$ cat src/rtl/uartTxPkg.sv
package uartTxPkg;

  localparam int DIV_W = 16;
  localparam int DATA_W = 9;
  localparam int CNT_W = 4;
  localparam int MIN_DIV = 16;

  typedef struct packed {
    logic [CNT_W-1:0] dataBits;
    logic parEn;
    logic parOdd;
    logic [1:0] stopBits;
    logic [DIV_W-1:0] period;
  } frameCfg_t;

  typedef struct packed {
    logic loadBuf;
    logic startFrame;
    logic emitData;
    logic emitParity;
    logic emitStop;
  } txStrobe_t;

  localparam frameCfg_t RESET_CFG = '{
    dataBits: CNT_W'(8),
    parEn: 1'b0,
    parOdd: 1'b0,
    stopBits: 2'd1,
    period: DIV_W'(16)
  };

  // Decodes the raw fields; any invalid field keeps the previous set whole.
  function automatic frameCfg_t decodeCfg(
    input logic [1:0] wlCode,
    input logic pe,
    input logic po,
    input logic [1:0] stCode,
    input logic ov8,
    input logic [DIV_W-1:0] div,
    input frameCfg_t prev
  );
    frameCfg_t c;
    logic ok;
    logic [DIV_W-1:0] packed8;
    ok = 1'b1;
    c = prev;
    case (wlCode)
      2'b00: c.dataBits = CNT_W'(8);
      2'b01: c.dataBits = CNT_W'(9);
      2'b10: c.dataBits = CNT_W'(7);
      default: ok = 1'b0;
    endcase
    case (stCode)
      2'b00: c.stopBits = 2'd1;
      2'b10: c.stopBits = 2'd2;
      default: ok = 1'b0;
    endcase
    if (div < DIV_W'(MIN_DIV)) ok = 1'b0;
    packed8 = {div[DIV_W-1:4], 4'b0000} | {{(DIV_W-4){1'b0}}, div[2:0], 1'b0};
    c.period = ov8 ? (packed8 >> 1) : div;
    c.parEn = pe;
    c.parOdd = po;
    return ok ? c : prev;
  endfunction

endpackage

$ cat src/rtl/uartTxDatapath.sv
module uartTxDatapath
  import uartTxPkg::*;
#(
  parameter int DATA_W_P = DATA_W,
  parameter int DIV_W_P = DIV_W
) (
  input  logic clk,
  input  logic rstN,
  input  txStrobe_t strobe,
  input  logic [1:0] wordLenCode,
  input  logic parityEn,
  input  logic parityOdd,
  input  logic [1:0] stopCode,
  input  logic overSample8,
  input  logic [DIV_W_P-1:0] baudDiv,
  input  logic [DATA_W_P-1:0] txData,
  output frameCfg_t cfg,
  output logic bitEnd,
  output logic txLine
);

  frameCfg_t cfgQ, cfgNext;
  logic [DATA_W_P-1:0] bufQ, shiftQ, dataMask, maskedBuf;
  logic [DIV_W_P-1:0] baudCnt;
  logic parBitQ, lineQ;

  assign cfgNext = decodeCfg(wordLenCode, parityEn, parityOdd, stopCode,
                             overSample8, baudDiv, cfgQ);

  always_comb begin
    for (int i = 0; i < DATA_W_P; i++) begin
      dataMask[i] = (i < int'(cfgNext.dataBits));
    end
  end

  assign maskedBuf = bufQ & dataMask;
  assign bitEnd = (baudCnt == '0);
  assign cfg = cfgQ;
  assign txLine = lineQ;

  always_ff @(posedge clk or negedge rstN) begin
    if (!rstN) begin
      cfgQ <= RESET_CFG;
      bufQ <= '0;
      shiftQ <= '0;
      parBitQ <= 1'b0;
      lineQ <= 1'b1;
      baudCnt <= '0;
    end else begin
      if (strobe.loadBuf) bufQ <= txData;
      if (strobe.startFrame) begin
        cfgQ <= cfgNext;
        shiftQ <= maskedBuf;
        parBitQ <= (^maskedBuf) ^ cfgNext.parOdd;
        lineQ <= 1'b0;
        baudCnt <= cfgNext.period - 1'b1;
      end else begin
        if (bitEnd) baudCnt <= cfgQ.period - 1'b1;
        else baudCnt <= baudCnt - 1'b1;
        if (strobe.emitData) begin
          lineQ <= shiftQ[0];
          shiftQ <= shiftQ >> 1;
        end else if (strobe.emitParity) begin
          lineQ <= parBitQ;
        end else if (strobe.emitStop) begin
          lineQ <= 1'b1;
        end
      end
    end
  end

  AST_START_LOW: assert property (@(posedge clk) disable iff (!rstN)
    strobe.startFrame |=> !txLine);
  AST_STOP_HIGH: assert property (@(posedge clk) disable iff (!rstN)
    strobe.emitStop |=> txLine);
  AST_CFG_FROZEN: assert property (@(posedge clk) disable iff (!rstN)
    !strobe.startFrame |=> $stable(cfgQ));
  AST_PERIOD_LEGAL: assert property (@(posedge clk) disable iff (!rstN)
    cfgQ.period >= DIV_W_P'(8));

endmodule

$ cat src/rtl/uartTxCtrl.sv
module uartTxCtrl
  import uartTxPkg::*;
(
  input  logic clk,
  input  logic rstN,
  input  logic txValid,
  input  logic txEnable,
  input  frameCfg_t cfg,
  input  logic bitEnd,
  output txStrobe_t strobe,
  output logic txEmpty,
  output logic txDone
);

  typedef enum logic [2:0] {ST_IDLE, ST_START, ST_DATA, ST_PAR, ST_STOP} txState_t;

  txState_t state, stateNext;
  logic [CNT_W-1:0] bitCnt, bitCntNext;
  logic pendingQ, emptyQ, doneQ, accept, finish;

  assign accept = txValid & emptyQ;
  assign txEmpty = emptyQ;
  assign txDone = doneQ;

  always_comb begin
    strobe = '0;
    stateNext = state;
    bitCntNext = bitCnt;
    finish = 1'b0;
    strobe.loadBuf = accept;
    case (state)
      ST_IDLE: if (pendingQ && txEnable) begin
        strobe.startFrame = 1'b1;
        stateNext = ST_START;
      end
      ST_START: if (bitEnd) begin
        strobe.emitData = 1'b1;
        bitCntNext = CNT_W'(1);
        stateNext = ST_DATA;
      end
      ST_DATA: if (bitEnd) begin
        if (bitCnt == cfg.dataBits) begin
          bitCntNext = CNT_W'(1);
          if (cfg.parEn) begin
            strobe.emitParity = 1'b1;
            stateNext = ST_PAR;
          end else begin
            strobe.emitStop = 1'b1;
            stateNext = ST_STOP;
          end
        end else begin
          strobe.emitData = 1'b1;
          bitCntNext = bitCnt + 1'b1;
        end
      end
      ST_PAR: if (bitEnd) begin
        strobe.emitStop = 1'b1;
        bitCntNext = CNT_W'(1);
        stateNext = ST_STOP;
      end
      ST_STOP: if (bitEnd) begin
        if (bitCnt == CNT_W'(cfg.stopBits)) begin
          finish = 1'b1;
          stateNext = ST_IDLE;
        end else begin
          bitCntNext = bitCnt + 1'b1;
        end
      end
      default: stateNext = ST_IDLE;
    endcase
  end

  always_ff @(posedge clk or negedge rstN) begin
    if (!rstN) begin
      state <= ST_IDLE;
      bitCnt <= '0;
      pendingQ <= 1'b0;
      emptyQ <= 1'b1;
      doneQ <= 1'b1;
    end else begin
      state <= stateNext;
      bitCnt <= bitCntNext;
      if (accept) pendingQ <= 1'b1;
      else if (strobe.startFrame) pendingQ <= 1'b0;
      if (accept) begin
        emptyQ <= 1'b0;
        doneQ <= 1'b0;
      end else if (finish) begin
        emptyQ <= 1'b1;
        doneQ <= 1'b1;
      end
    end
  end

  AST_HOLD_DISABLED: assert property (@(posedge clk) disable iff (!rstN)
    (state == ST_IDLE && !txEnable) |=> state == ST_IDLE);
  AST_DONE_WITH_EMPTY: assert property (@(posedge clk) disable iff (!rstN)
    $rose(doneQ) |-> $rose(emptyQ));
  AST_BUSY_NOT_EMPTY: assert property (@(posedge clk) disable iff (!rstN)
    state != ST_IDLE |-> !emptyQ);
  AST_ONE_EMIT: assert property (@(posedge clk) disable iff (!rstN)
    $onehot0({strobe.startFrame, strobe.emitData, strobe.emitParity, strobe.emitStop}));

endmodule

$ cat src/rtl/uartFrameTx.sv
module uartFrameTx
  import uartTxPkg::*;
(
  input  logic clk,
  input  logic rstN,
  input  logic [1:0] wordLenCode,
  input  logic parityEn,
  input  logic parityOdd,
  input  logic [1:0] stopCode,
  input  logic overSample8,
  input  logic [15:0] baudDiv,
  input  logic txEnable,
  input  logic [8:0] txData,
  input  logic txValid,
  output logic txEmpty,
  output logic txDone,
  output logic txLine
);

  txStrobe_t strobe;
  frameCfg_t cfg;
  logic bitEnd;

  uartTxCtrl i_ctrl (
    .clk(clk), .rstN(rstN), .txValid(txValid), .txEnable(txEnable),
    .cfg(cfg), .bitEnd(bitEnd), .strobe(strobe),
    .txEmpty(txEmpty), .txDone(txDone)
  );

  uartTxDatapath #(.DATA_W_P(DATA_W), .DIV_W_P(DIV_W)) i_datapath (
    .clk(clk), .rstN(rstN), .strobe(strobe),
    .wordLenCode(wordLenCode), .parityEn(parityEn), .parityOdd(parityOdd),
    .stopCode(stopCode), .overSample8(overSample8), .baudDiv(baudDiv),
    .txData(txData), .cfg(cfg), .bitEnd(bitEnd), .txLine(txLine)
  );

endmodule

$ cat config.mk
export PLATFORM = sky130hd
export DESIGN_NAME = uartFrameTx
export DESIGN_NICKNAME = d
export VERILOG_FILES = /design/src/rtl/uartTxPkg.sv /design/src/rtl/uartTxDatapath.sv /design/src/rtl/uartTxCtrl.sv /design/src/rtl/uartFrameTx.sv
export SDC_FILE = /design/constraint.sdc
export NUM_CORES = 1
export LEC_CHECK = 0
export ABC_AREA = 1
export BUFFER_PORTS_ARGS = -buffer_cell sky130_fd_sc_hd__buf_4
export CAP_MARGIN = 25
export CORE_MARGIN = 10
export CORE_UTILIZATION = 45
export DETAILED_ROUTE_END_ITERATION = 6
export PLACE_DENSITY_LB_ADDON = 0.05
export SLEW_MARGIN = 20
export SYNTH_ARGS = -nofsm -noshare
export SYNTH_HDL_FRONTEND = slang
export SYNTH_HIERARCHICAL = 1
export SYNTH_SLANG_ARGS = --single-unit
$ cat constraint.sdc
create_clock -name clk -period 2.3 [get_ports clk]
set_input_delay 0 -clock clk [delete_from_list [all_inputs] [get_ports clk]]
set_output_delay 0 -clock clk [all_outputs]
set_load 0.01 [all_outputs]
# --- After elaboration in Yosys (flattened, before gate mapping) ---
# Index checks and enable logic that the tools add are counted.
# Widths: inputs -> output; s select.
word_totals:
  register_bits: 69
  out_inout_bits: 3
  latch_bits: 0
  memories: 0
  ramBits: 0
  romBits: 0
classes:
  addsub: 4
  n_lt_le_gt_ge: 10
  n_div: 0
  n_mux: 48
  n_reduce_logical: 19
  bitwise_logic: 4
  n_eq_ne: 18
  n_mul: 0
  n_shift: 0
ops:
  columns: ["op", "count"]
  rows:
  - ["$mux 16", 3]
  - ["$sub 16x1->16 const B", 3]
  - ["$mux 3", 9]
  - ["$mux 24", 1]
  - ["$pmux 4 s3", 2]
  - ["$mux 1", 21]
  - ["$mux 4", 5]
  - ["$mux 9", 2]
  - ["$logic_not 16->1", 1]
  - ["$lt 16x5->1 const B", 1]
  - ["$lt 3x4->1 const A", 4]
  - ["$or 16x4->16", 1]
  - ["$pmux 3 s5", 1]
  - ["$ne 2x2->1 const B", 5]
  - ["$and 9x9->9", 1]
  - ["$reduce_xor 9->1", 1]
  - ["$lt 1x4->1 const A", 2]
  - ["$lt 2x4->1 const A", 2]
  - ["$ne 2x1->1 const B", 4]
  - ["$reduce_bool 2->1", 4]
  - ["$reduce_and 7->1", 1]
  - ["$eq 3x2->1 const B", 2]
  - ["$reduce_and 5->1", 1]
  - ["$add 4x1->4 const B", 1]
  - ["21 further kinds", 25]

# --- Logic depth before layout (Yosys ltp) ---
depth:
  depth_word: 10
  depth_mapped: 20
  ltp_nobuf: 20

# --- By module ---
# Netlist, hierarchy kept.
modules_own_cells:
  columns: ["module", "n_inst", "cells_per_inst", "area_per_inst_um2"]
  rows:
  - ["uartTxDatapath", 1, 467, 3624.7]
  - ["uartTxCtrl", 1, 121, 774.5]

# --- Worst setup path after synthesis ---
# No wires, ideal clock.
synth_path:
  path_type: "register to register"
  startpoint: "register i_ctrl.state[2]"
  endpoint: "register i_datapath.baudCnt[12]"
  stages_incl_launch_ff: 14
  path_slack_ns: 0.217
  t_required_ns: 2.177
  arrival_time_ns: 1.961
  period_less_slack_ns: 2.083
  cell_sequence: "dfrtp_1 > inv_2 > nand4_1 > inv_1 > inv_1 > clkbuf_1 > o21ai_1 > nand2_1 > inv_1 > ha_1 > nand2_2 > nor2_4 > nand3_1 > xnor2_1"
synth_lines:
  columns: ["item", "line", "source"]
  rows:
  - ["from (decl)", "uartTxCtrl.sv:17", "txState_t state, stateNext;"]
  - ["from (signal assigned)", "uartTxCtrl.sv:81", "state <= stateNext;"]
  - ["to (signal assigned)", "uartTxDatapath.sv:56", "baudCnt <= cfgNext.period - 1'b1;"]
  - ["to (signal assigned)", "uartTxDatapath.sv:58", "if (bitEnd) baudCnt <= cfgQ.period - 1'b1;"]
  - ["to (signal assigned)", "uartTxDatapath.sv:59", "else baudCnt <= baudCnt - 1'b1;"]
  - ["to (decl)", "uartTxDatapath.sv:24", "logic [DIV_W_P-1:0] baudCnt;"]

# --- Worst setup path in the final report ---
layout_path:
  startpoint: "input baudDiv[15]"
  endpoint: "register i_datapath.baudCnt[14]"
layout_between:
  elab_chain_len: 5
  elab_cells_between_ends: 7
layout_rtl:
  columns: ["item", "line", "source"]
  rows:
  - ["from (decl)", "uartFrameTx.sv:11", "input logic [15:0] baudDiv,"]
  - ["$lt 16x5->1 or $or 16x4->16 (tied branches)", "uartTxPkg.sv:58, uartTxPkg.sv:59", null]
  - ["$mux 1 or $mux 16 (tied branches)", "uartTxPkg.sv:58, uartTxPkg.sv:60", null]
  - ["$mux 24 (*)", "uartTxPkg.sv:63", "return ok ? c : prev;"]
  - ["$sub 16x1->16 (*)", "uartTxDatapath.sv:56", null]
  - ["$mux 16 (*)", "uartTxDatapath.sv:51", "if (strobe.startFrame) begin"]
# Every way passes the cells marked *; elsewhere a longest branch is shown, timed or not.
# A chain may end at the register's enable or synchronous reset.

==> impl_metrics.json <==
{
  "clockBufferDepth": 2,
  "vias": 3955,
  "track_usage_pct": 15.7,
  "core_um2": 9640,
  "drt-initial-drc-count": 219,
  "synth_cells": 588,
  "synth_edf_count": 0,
  "async_flop_share_pct": 100,
  "place_hpwl_um": 8170,
  "die_y_um": 119,
  "antenna_found_initial": 0,
  "place_congestion": 0.884,
  "min_path_type": "input pin to register",
  "drt-total-wl_um": 11100,
  "grt_max_degree": 70,
  "synth-main-ff-cell": "dfrtp_1",
  "r2r_setup_slack_ns": 0.19,
  "insertion_delay_ns": 0.35,
  "worst-setup-path-type": "input pin to register",
  "crit_path_start_kind": "input pin",
  "rr_endpoint": "i_datapath/baudCnt[14]$_DFF_PN0_",
  "ys_top_cells_by_area": "dfrtp_1, nand2_1, nand3_1",
  "port_buffers": 38,
  "grt_pass1_vias": 3993,
  "min_path_cells": 5,
  "cts_root_buf": "clkbuf_8",
  "wl_per_cell_um": 14.0,
  "drc_errors": 0,
  "max-vdd-ir-drop_v": 0.000607,
  "hp-start": "baudDiv[3]",
  "ys_seq_area_share_pct": 39.4,
  "drt-vias-per-instance": 4.96,
  "antenna_cells": 0,
  "required_ns": 2.53,
  "worst_hold_slack_ns": 0.0591,
  "hold_viol": 0,
  "setup_viol": 0,
  "cts_made_buffers": 9,
  "ios": 39,
  "power_mw": 5.71,
  "powerDensity_nw_per_um2": 1050,
  "synth_area_um2": 4400,
  "fin_crit_sh_pct": 91.8,
  "worstSetupEndpointType": "register",
  "whs_endpoint": "i_datapath/cfg[3]$_DFFE_PN0P_",
  "syn_avg_cell_area_um2": 7.48,
  "p_leak_nw": 2.70,
  "synth-seq-cells": 69,
  "max_freq_mhz": 474,
  "finalNonFillerCells": 797,
  "rows": 36,
  "synth_fp_nets": 630,
  "yosysMostFrequentCell": "nand2_1",
  "tightest_slew_ns": 0.888,
  "synth.lib_cells_used.distinct": 47,
  "h-tree-depth": 3,
  "syn2layout_area_growth_pct": 23.1,
  "antenna_left": 0,
  "synth_top_cell_area_share_pct": 36.4,
  "ys_warn_count": 6,
  "die_w_um": 119,
  "layout_setup_ws_ns": 0.189,
  "grt_remaining_overflow": 0,
  "drv_slew": 0,
  "cts_tree": "built",
  "worst-path-max-fanout": 9,
  "clkTransAtPathRegs_ns": 0.08,
  "fin_crit_ns": 2.11,
  "layout-drive-gt1-share_pct": 23.8,
  "grt_pass1_wl_um": 18700,
  "firstDrtPassIters": 4,
  "nNetsFinal": 701,
  "clock-sinks": 69,
  "initial_core_util_pct": 45.6,
  "status": "complete, no violations",
  "reg2reg_depth": 13,
  "dpl.cell_count": 753,
  "crit_arrival_ns": 2.34,
  "yosysTopAreaCell": "dfrtp_1",
  "dp_slack_ns": 0.0507,
  "rsz0062_at_grt": "yes",
  "slew_headroom_pct": 40.8,
  "synthTopCellsByCount": "nand2_1, dfrtp_1, inv_1, nand3_1, nor2_1",
  "maxCapViolations": 0,
  "fin_skew_ns": 0.00997,
  "r2r_start": "i_ctrl/state[0]$_DFFE_PN0P_",
  "die-area_um2": 14100
}
==> per-stage QoR <==
step	utilization [%]	TNS, ns	instance area, um^2
finish	56.2	0	5420
global placement	50.3	0	4850
global route	56.2	-0.0302	5420
CTS	54.4	0	5250
floorplan	-	0	4400
detailed placement	50.3	0	4850
==> report_power, final <==
group | switching, mW | total [mW] | internal, mW
logic | 1.50 | 2.47 | 0.972
registers | 0.329 | 2.09 | 1.76
clock network | 0.478 | 1.15 | 0.669
==> critical path, cell delays in order <==
cell and delay, ns:
dlygate4sd3_1 0.53, buf_4 0.15, nor2_1 0.09, nand2_1 0.09
nor2_4 0.10, nand2_4 0.09, nand2_8 0.10, buf_4 0.16
a21oi_1 0.07, o21ai_1 0.09, nand2_1 0.11, inv_1 0.07
ha_2 0.20, nand2_2 0.09, nor2_4 0.14, nand4_2 0.10
xnor2_1 0.14
==> per-layer routing <==
metal	wire (um)	part of all wire (%)	global-route usage (%)
met1	4860	44	18.7
met2	5800	52	27.8
met3	289	2.6	2.31
met4	181	1.6	6.56
met5	0	0	0
==> worst max-delay path by stage <==
stage | start | endpoint | slack (ns) | cells after the start
2_1_floorplan | i_ctrl/state[2]$_DFFE_PN0P_ | i_datapath/baudCnt[12]$_DFF_PN0_ | 0.22 | 13
3_3_place_gp | wordLenCode[0] | i_datapath/baudCnt[11]$_DFF_PN0_ | 0.09 | 13
3_5_place_dp | wordLenCode[0] | i_datapath/baudCnt[11]$_DFF_PN0_ | 0.05 | 13
4_1_cts | i_ctrl/state[1]$_DFFE_PN0P_ | i_datapath/baudCnt[14]$_DFF_PN0_ | 0.05 | 13
5_1_grt | baudDiv[15] | i_datapath/parBitQ$_DFFE_PN0P_ | -0.02 | 19
6_report | baudDiv[15] | i_datapath/baudCnt[14]$_DFF_PN0_ | 0.19 | 17
==> cell families (layout without fill, tap and decap cells) <==
| logic type | Yosys count | in the layout | share of synthesized area [%] |
|---|---|---|---|
| mux | 7 | 7 | 1.76 |
| fa+ha+maj | 6 | 6 | 1.71 |
| compound gates | 72 | 72 | 10.9 |
| xor+xnor | 15 | 15 | 2.99 |
| simple gates | 333 | 333 | 34.7 |
| buf+inv | 86 | 162 | 8.59 |
| flops | 69 | 69 | 39.4 |
==> cell type report <==
cell class              count  area (um^2)
inverters                  67          259
clock buffers              11          151
repair buffers             79          676
fillers                   927         4220
multi-input cells         433         2340
clock inverters             5         82.6
well taps                 133          166
flip-flops and latches     69         1740
==> flip-flops by register name, summed over array words and instances, names as in the netlist <==
name                cells
i_datapath/parBitQ      1
i_datapath/cfg         24
i_ctrl/bitCnt           4
i_ctrl/txDone           1
i_ctrl/state            3
i_datapath/bufQ         9
i_ctrl/pendingQ         1
i_datapath/shiftQ       9
i_datapath/baudCnt     16
i_datapath/txLine       1
==> layout by cell type (no fill, tap or decap), types with 3 or more instances in the layout <==
| master | Yosys | final |
|---|---|---|
| o211ai_1 | 8 | 8 |
| nand3_1 | 53 | 53 |
| dfstp_2 | 5 | 5 |
| nand2_2 | 10 | 12 |
| o21ai_0 | 30 | 30 |
| xnor2_1 | 7 | 7 |
| mux2_2 | 6 | 6 |
| a21oi_1 | 11 | 11 |
| nor2_4 | 3 | 6 |
| nand4_1 | 4 | 4 |
| inv_1 | 57 | 56 |
| clkinvlp_4 | 0 | 3 |
| nor2_2 | 8 | 10 |
| dlygate4sd3_1 | 0 | 16 |
| nor2_1 | 50 | 45 |
| nand2_4 | 3 | 3 |
| dfrtp_1 | 64 | 62 |
| buf_4 | 3 | 60 |
| o21ai_1 | 7 | 6 |
| o211ai_2 | 7 | 7 |
| ha_1 | 6 | 5 |
| nand3_2 | 4 | 4 |
| xor2_1 | 8 | 8 |
| inv_2 | 8 | 8 |
| clkbuf_8 | 0 | 11 |
| nand2_1 | 185 | 183 |
==> what timing repair did <==
item	CTS	global route
endpoints found under the hold margin	80	0
buffers inserted	0	11
endpoints found under the setup margin	0	11
gates resized for setup	0	20
hold buffers	16	0
Note: power is estimated with default switching activity, not from simulation.
